### config.mk
export PLATFORM = sky130hd
export DESIGN_NAME = scanline_irq
export DESIGN_NICKNAME = d
export VERILOG_FILES = /design/src/rtl/scanline_irq.sv
export SDC_FILE = /design/constraint.sdc
export NUM_CORES = 1
export LEC_CHECK = 0
export BUFFER_PORTS_ARGS = -buffer_cell sky130_fd_sc_hd__buf_2
export CORE_MARGIN = 2
export CORE_UTILIZATION = 45
export DETAILED_ROUTE_END_ITERATION = 6
export GPL_TIMING_DRIVEN = 0
export PLACE_DENSITY = 0.7
export SETUP_SLACK_MARGIN = 0.05
export SYNTH_ARGS = -nofsm -noshare
export SYNTH_HDL_FRONTEND = slang
export SYNTH_SLANG_ARGS = --single-unit
### constraint.sdc
create_clock -name clk -period 3.5 [get_ports clk]
set_clock_uncertainty 0.05 [all_clocks]
set_input_delay 0.525 -clock clk [delete_from_list [all_inputs] [get_ports clk]]
set_output_delay 0.525 -clock clk [all_outputs]
set_load 0.02 [all_outputs]
### src/rtl/scanline_irq.sv
module scanline_irq #(
  parameter int LINE_W = 10
) (
  input  logic              clk,
  input  logic              rst_n,
  input  logic [LINE_W-1:0] line_i,
  input  logic              field_odd_i,
  input  logic              interlace_i,
  input  logic [LINE_W-1:0] total_i,
  input  logic              pos_we_i,
  input  logic [31:0]       pos_wdata_i,
  input  logic              total_we_i,
  output logic [31:0]       pos_rdata_o,
  output logic              irq_a_o,
  output logic              irq_b_o,
  output logic              irq_retrace_o
);

  localparam int TW = 10;
  localparam int CW = (LINE_W > TW) ? LINE_W + 2 : TW + 2;

  logic [TW-1:0]     tgt_a, tgt_b;
  logic [LINE_W-1:0] line_q;
  logic              seen;
  logic [CW-1:0]     arm_a, arm_b;
  logic              ok_a, ok_b;

  function automatic logic [CW:0] place(input logic [TW-1:0] n,
                                        input logic [LINE_W-1:0] cur,
                                        input logic fld,
                                        input logic il,
                                        input logic [LINE_W-1:0] tot);
    logic          f;
    logic [CW-1:0] l;
    f = fld ^ (il && (CW'(n) <= CW'(cur)));
    l = (CW'(n) << 1) | CW'(f);
    return {(l < CW'(tot)), l};
  endfunction

  logic unused_bits;
  assign unused_bits = ^{pos_wdata_i[31:26], pos_wdata_i[15:10]};

  logic              moved, hit_a, hit_b, re_a, re_b;
  logic [TW-1:0]     nxt_a, nxt_b;
  logic [CW:0]       pa, pb;

  assign moved = seen && (line_i != line_q);
  assign hit_a = moved && ok_a && (CW'(line_i) == arm_a);
  assign hit_b = moved && ok_b && (CW'(line_i) == arm_b);
  assign nxt_a = pos_we_i ? pos_wdata_i[25:16] : tgt_a;
  assign nxt_b = pos_we_i ? pos_wdata_i[9:0]   : tgt_b;
  assign pa    = place(nxt_a, line_i, field_odd_i, interlace_i, total_i);
  assign pb    = place(nxt_b, line_i, field_odd_i, interlace_i, total_i);
  assign re_a  = pos_we_i || total_we_i || hit_a;
  assign re_b  = pos_we_i || total_we_i || hit_b;

  always_ff @(posedge clk) begin
    if (!rst_n) begin
      seen          <= 1'b0;
      line_q        <= '0;
      tgt_a         <= '0;
      tgt_b         <= '0;
      arm_a         <= '0;
      arm_b         <= '0;
      ok_a          <= 1'b0;
      ok_b          <= 1'b0;
      irq_a_o       <= 1'b0;
      irq_b_o       <= 1'b0;
      irq_retrace_o <= 1'b0;
    end else begin
      seen          <= 1'b1;
      line_q        <= line_i;
      irq_a_o       <= hit_a;
      irq_b_o       <= hit_b;
      irq_retrace_o <= moved && (line_i == '0);
      tgt_a         <= nxt_a;
      tgt_b         <= nxt_b;
      if (re_a) {ok_a, arm_a} <= pa;
      if (re_b) {ok_b, arm_b} <= pb;
    end
  end

  assign pos_rdata_o = {6'd0, tgt_a, 6'd0, tgt_b};

  assert_single_pulse_R6: assert property (@(posedge clk) disable iff (!rst_n)
    (irq_a_o || irq_b_o || irq_retrace_o) |=> !(irq_a_o || irq_b_o || irq_retrace_o)
      || $changed(line_q));

  assert_a_one_cycle_R6: assert property (@(posedge clk) disable iff (!rst_n)
    irq_a_o |=> !irq_a_o);

  assert_retrace_line0_R5: assert property (@(posedge clk) disable iff (!rst_n)
    irq_retrace_o |-> (line_q == '0));

  assert_hit_pair_R2: assert property (@(posedge clk) disable iff (!rst_n)
    (irq_a_o && !$past(pos_we_i)) |-> (CW'(line_q >> 1) == CW'(tgt_a)));

  assert_readback_R1: assert property (@(posedge clk) disable iff (!rst_n)
    pos_we_i |=> (pos_rdata_o[25:16] == $past(pos_wdata_i[25:16]))
              && (pos_rdata_o[9:0] == $past(pos_wdata_i[9:0])));

endmodule

==> impl_metrics.prom <==
# TYPE chip_impl_metric gauge
chip_impl_info{name="run_status",value="complete, no violations"} 1
chip_impl_metric{name="nets",unit=""} 575
chip_impl_metric{name="post_drt_via_cell_ratio",unit=""} 5.18
chip_impl_info{name="critPathKind",value="input pin to register"} 1
chip_impl_metric{name="yosys_register_bits",unit=""} 58
chip_impl_metric{name="post-route-worst-setup-slack",unit="ns"} 0.319
chip_impl_metric{name="routed_wl",unit="µm"} 8910
chip_impl_metric{name="netlist_area_pre_place",unit="µm²"} 3580
chip_impl_metric{name="half_perimeter_wire_length_after_detailed_placement",unit="µm"} 7110
chip_impl_metric{name="core",unit="µm²"} 7730
chip_impl_metric{name="gate_count_post_synth",unit=""} 396
chip_impl_metric{name="antenna_cells_inserted",unit=""} 0
chip_impl_metric{name="power_density",unit="nW/µm²"} 406
chip_impl_metric{name="layout-drive-gt1-share",unit=""} 0.211
chip_impl_info{name="hold_class",value="input pin to register"} 1
chip_impl_metric{name="preCtsSetupSlack",unit="ns"} 0.0454
chip_impl_metric{name="wl_per_cell",unit="µm"} 15.2
chip_impl_metric{name="die_ar",unit="µm²"} 8690
chip_impl_metric{name="avgSynthCellArea",unit="µm²"} 9.04
chip_impl_metric{name="drt_drc_violations_left",unit=""} 0
chip_impl_metric{name="finalWeightedCongestion",unit=""} 0.903
chip_impl_metric{name="flow.area_growth_from_synthesis",unit="%"} 18.4
chip_impl_metric{name="ff_latch_area",unit="µm²"} 1160
chip_impl_metric{name="clockBufferDepth",unit=""} 2
chip_impl_metric{name="largest_net_degree_at_the_start_of_global_routing",unit=""} 11
chip_impl_metric{name="pin_slew_with_the_least_headroom_to_its_limit",unit="ns"} 0.576
chip_impl_metric{name="via_count_of_the_first_global_routing_pass",unit=""} 2924
chip_impl_metric{name="fraction_of_power_spent_switching_nets",unit=""} 0.294
chip_impl_info{name="endpoint_class_of_the_critical_path",value="register"} 1
chip_impl_metric{name="clk_transition_reported_paths",unit="ns"} 0.07
chip_impl_metric{name="fillCellCount",unit=""} 743
chip_impl_metric{name="drt_first_pass_iters",unit=""} 4
chip_impl_info{name="synth_area_leaders",value="dfxtp_1 (32%), ha_1 (13%), mux2i_1 (5.9%), o211a_1 (5.6%), xnor2_1 (5.4%)"} 1
chip_impl_metric{name="dr_total_vias",unit=""} 3032
chip_impl_metric{name="finalSetupViolCount",unit=""} 0
chip_impl_metric{name="switchingPower",unit="mW"} 0.506
chip_impl_metric{name="clk_latency",unit="ns"} 0.35
chip_impl_metric{name="worstPathArrival",unit="ns"} 3.40
chip_impl_metric{name="synthDistinctLibCells",unit=""} 38
chip_impl_info{name="cts_tree",value="built"} 1
chip_impl_metric{name="timing.hold.ws",unit="ns"} 0.311
chip_impl_metric{name="worstPathRequired",unit="ns"} 3.72
chip_impl_metric{name="yosysTopAreaCellShare",unit=""} 0.324
chip_impl_metric{name="finalWorstPathRequiredPeriod",unit="ns"} 3.18
chip_impl_metric{name="fp.dieW",unit="µm"} 93.2
chip_impl_info{name="synth_top_area_cell",value="dfxtp_1"} 1
chip_impl_metric{name="cp_max_fo",unit=""} 10
chip_impl_metric{name="drt-initial-drc-count",unit=""} 187
chip_impl_metric{name="fin_setup_tns",unit="ns"} 0
chip_impl_metric{name="period_share",unit=""} 0.909
chip_impl_metric{name="die_height",unit="µm"} 93.2
chip_impl_metric{name="cts.repair.resized",unit=""} 0
chip_impl_metric{name="power.static_leakage",unit="nW"} 2.29
chip_impl_metric{name="boundaryPins",unit=""} 93
chip_impl_info{name="rsz0062_at_grt",value="no"} 1
chip_impl_metric{name="synthesis.yosys.warnings",unit=""} 0
chip_impl_info{name="postSynth.topFlopCell",value="dfxtp_1"} 1
chip_impl_metric{name="max-cap-violations",unit=""} 0
chip_impl_metric{name="rows",unit=""} 32
chip_impl_metric{name="htreeDepth",unit=""} 3
chip_impl_metric{name="overflow",unit=""} 0
chip_impl_metric{name="postSynth.asyncResetShare",unit=""} 0
chip_impl_metric{name="detailed_place.area",unit="µm²"} 4060
chip_impl_info{name="cts_root_buf",value="clkbuf_8"} 1
chip_impl_metric{name="buffer_ports.inserted",unit=""} 61
chip_impl_metric{name="cts_post_setup_buffers_inserted",unit=""} 0
chip_impl_metric{name="ys_seq_area_frac",unit=""} 0.324
chip_impl_metric{name="synth_edf_count",unit=""} 0
chip_impl_metric{name="cts_buffers",unit=""} 9
chip_impl_metric{name="first_pass_grt_wire_length",unit="µm"} 14200
chip_impl_metric{name="maxSlewViolCount",unit=""} 0
chip_impl_info{name="crit_path_start_kind",value="input pin"} 1
chip_impl_metric{name="pwr-share-seq",unit=""} 0.423
chip_impl_metric{name="maxSlewHeadroom",unit=""} 0.616
chip_impl_metric{name="ant_nets",unit=""} 0
chip_impl_metric{name="antenna_found_initial",unit=""} 0
chip_impl_metric{name="maxClockFrequency",unit="MHz"} 314
chip_impl_metric{name="all_layer_global_routing_usage",unit=""} 0.216
chip_impl_metric{name="floorplan.initialDensity",unit=""} 0.463
chip_impl_metric{name="clock_sinks",unit=""} 58
chip_impl_metric{name="irDropWorstVdd",unit="V"} 0.000239
chip_impl_metric{name="comb_power_share",unit=""} 0.227
chip_impl_metric{name="cellInternalPower",unit="mW"} 1.21
chip_impl_metric{name="timing.final.hold_violations",unit=""} 0
chip_impl_metric{name="multiInputGateArea",unit="µm²"} 2080
chip_impl_metric{name="cts.hold.buffers_added",unit=""} 0
chip_impl_metric{name="layout.cell_area.non_filler",unit="µm²"} 4240
chip_impl_metric{name="share_clk_of_total_power",unit=""} 0.350
## stage by stage
stage	utilization	total power, mW	instances
final	0.549	1.72	585
after global routing	0.549	1.80	585
after CTS	0.549	1.73	585
after detailed placement	0.525	1.13	570
after global placement	0.525	1.11	570
after floorplan	-	1.02	407
## sequential cells by signal, summed over array words and instances, names as in the netlist
register / flops
arm_b: 11
seen: 1
line_q: 10
arm_a: 11
tgt_a: 10
tgt_b: 10
irq_b_o: 1
irq_a_o: 1
ok_b: 1
irq_retrace_o: 1
ok_a: 1
## Yosys cell counts (7+ instances only)
master	instances
a21oi_1	8
and2_1	12
buf_4	13
clkbuf_1	9
dfxtp_1	58
ha_1	38
inv_1	43
mux2i_1	21
nand2_1	28
nand3_1	8
nand4_1	16
nor2b_1	22
o211a_1	20
o21ai_1	7
xnor2_1	22
xor2_1	8
## cell usage in the layout (no fill, tap or decap), types with 11 or more instances in the layout
cell type / synthesis / layout
and2_1: 12 / 12
buf_2: 3 / 64
buf_4: 13 / 13
clkbuf_1: 9 / 11
conb_1: 1 / 12
dfxtp_1: 58 / 58
ha_1: 38 / 38
inv_1: 43 / 43
mux2i_1: 21 / 21
nand2_1: 28 / 28
nand4_1: 16 / 16
nor2b_1: 22 / 22
o211a_1: 20 / 20
xnor2_1: 22 / 22
## worst paths after layout
check / start / endpoint / slack, ns / cells after the start
worst max-delay path: pos_we_i / ok_b$_SDFFE_PN0P_ / 0.32 / 12
worst min-delay path: rst_n / seen$_DFF_P_ / 0.31 / 1
worst max register to register: tgt_b[3]$_SDFF_PN0_ / ok_b$_SDFFE_PN0P_ / 1.04 / 9
worst min register to register: ok_a$_SDFFE_PN0P_ / ok_a$_SDFFE_PN0P_ / 0.42 / 2
## power by group through the flow
stage,clock network (mW),registers (mW),logic [mW]
2_1_floorplan,0,0.755,0.262
3_3_place_gp,0,0.740,0.374
3_5_place_dp,0,0.742,0.387
4_1_cts,0.610,0.728,0.389
5_1_grt,0.634,0.732,0.432
6_report,0.603,0.728,0.390
## critical path, stage by stage
cell and delay (ns):
buf_2 0.11, buf_4 0.24, buf_2 0.37, mux2i_1 0.49, inv_1 0.16, ha_1 0.33
a21oi_1 0.17, o21ai_1 0.08, a211oi_1 0.43, mux2i_1 0.24, nor2_1 0.08, o22ai_1 0.17
## area by class of cell
cell class / count / share of cell area
Tap cell: 102 / 0.0301
Clock inverter: 3 / 0.00944
Buffer: 31 / 0.0505
Multi-Input combinational cell: 274 / 0.491
Timing Repair Buffer: 61 / 0.0720
Sequential cell: 58 / 0.274
Inverter: 44 / 0.0389
Clock buffer: 12 / 0.0342
## per-layer routing
metal  track usage  wire [µm]  vias up
met3        0.0346        498       18
met2         0.360       4050      106
li1              -          -     1506
met4        0.0931        225        0
met5             0          0        -
met1         0.276       4140     1402
## cells by family after synthesis
family          synth area share
xor+xnor                  0.0734
other cells              0.00105
fa+ha+maj                  0.133
flops                      0.324
compound gates             0.124
mux                       0.0625
simple gates               0.176
buf+inv                    0.106
Power figures use the tool's default switching activity.
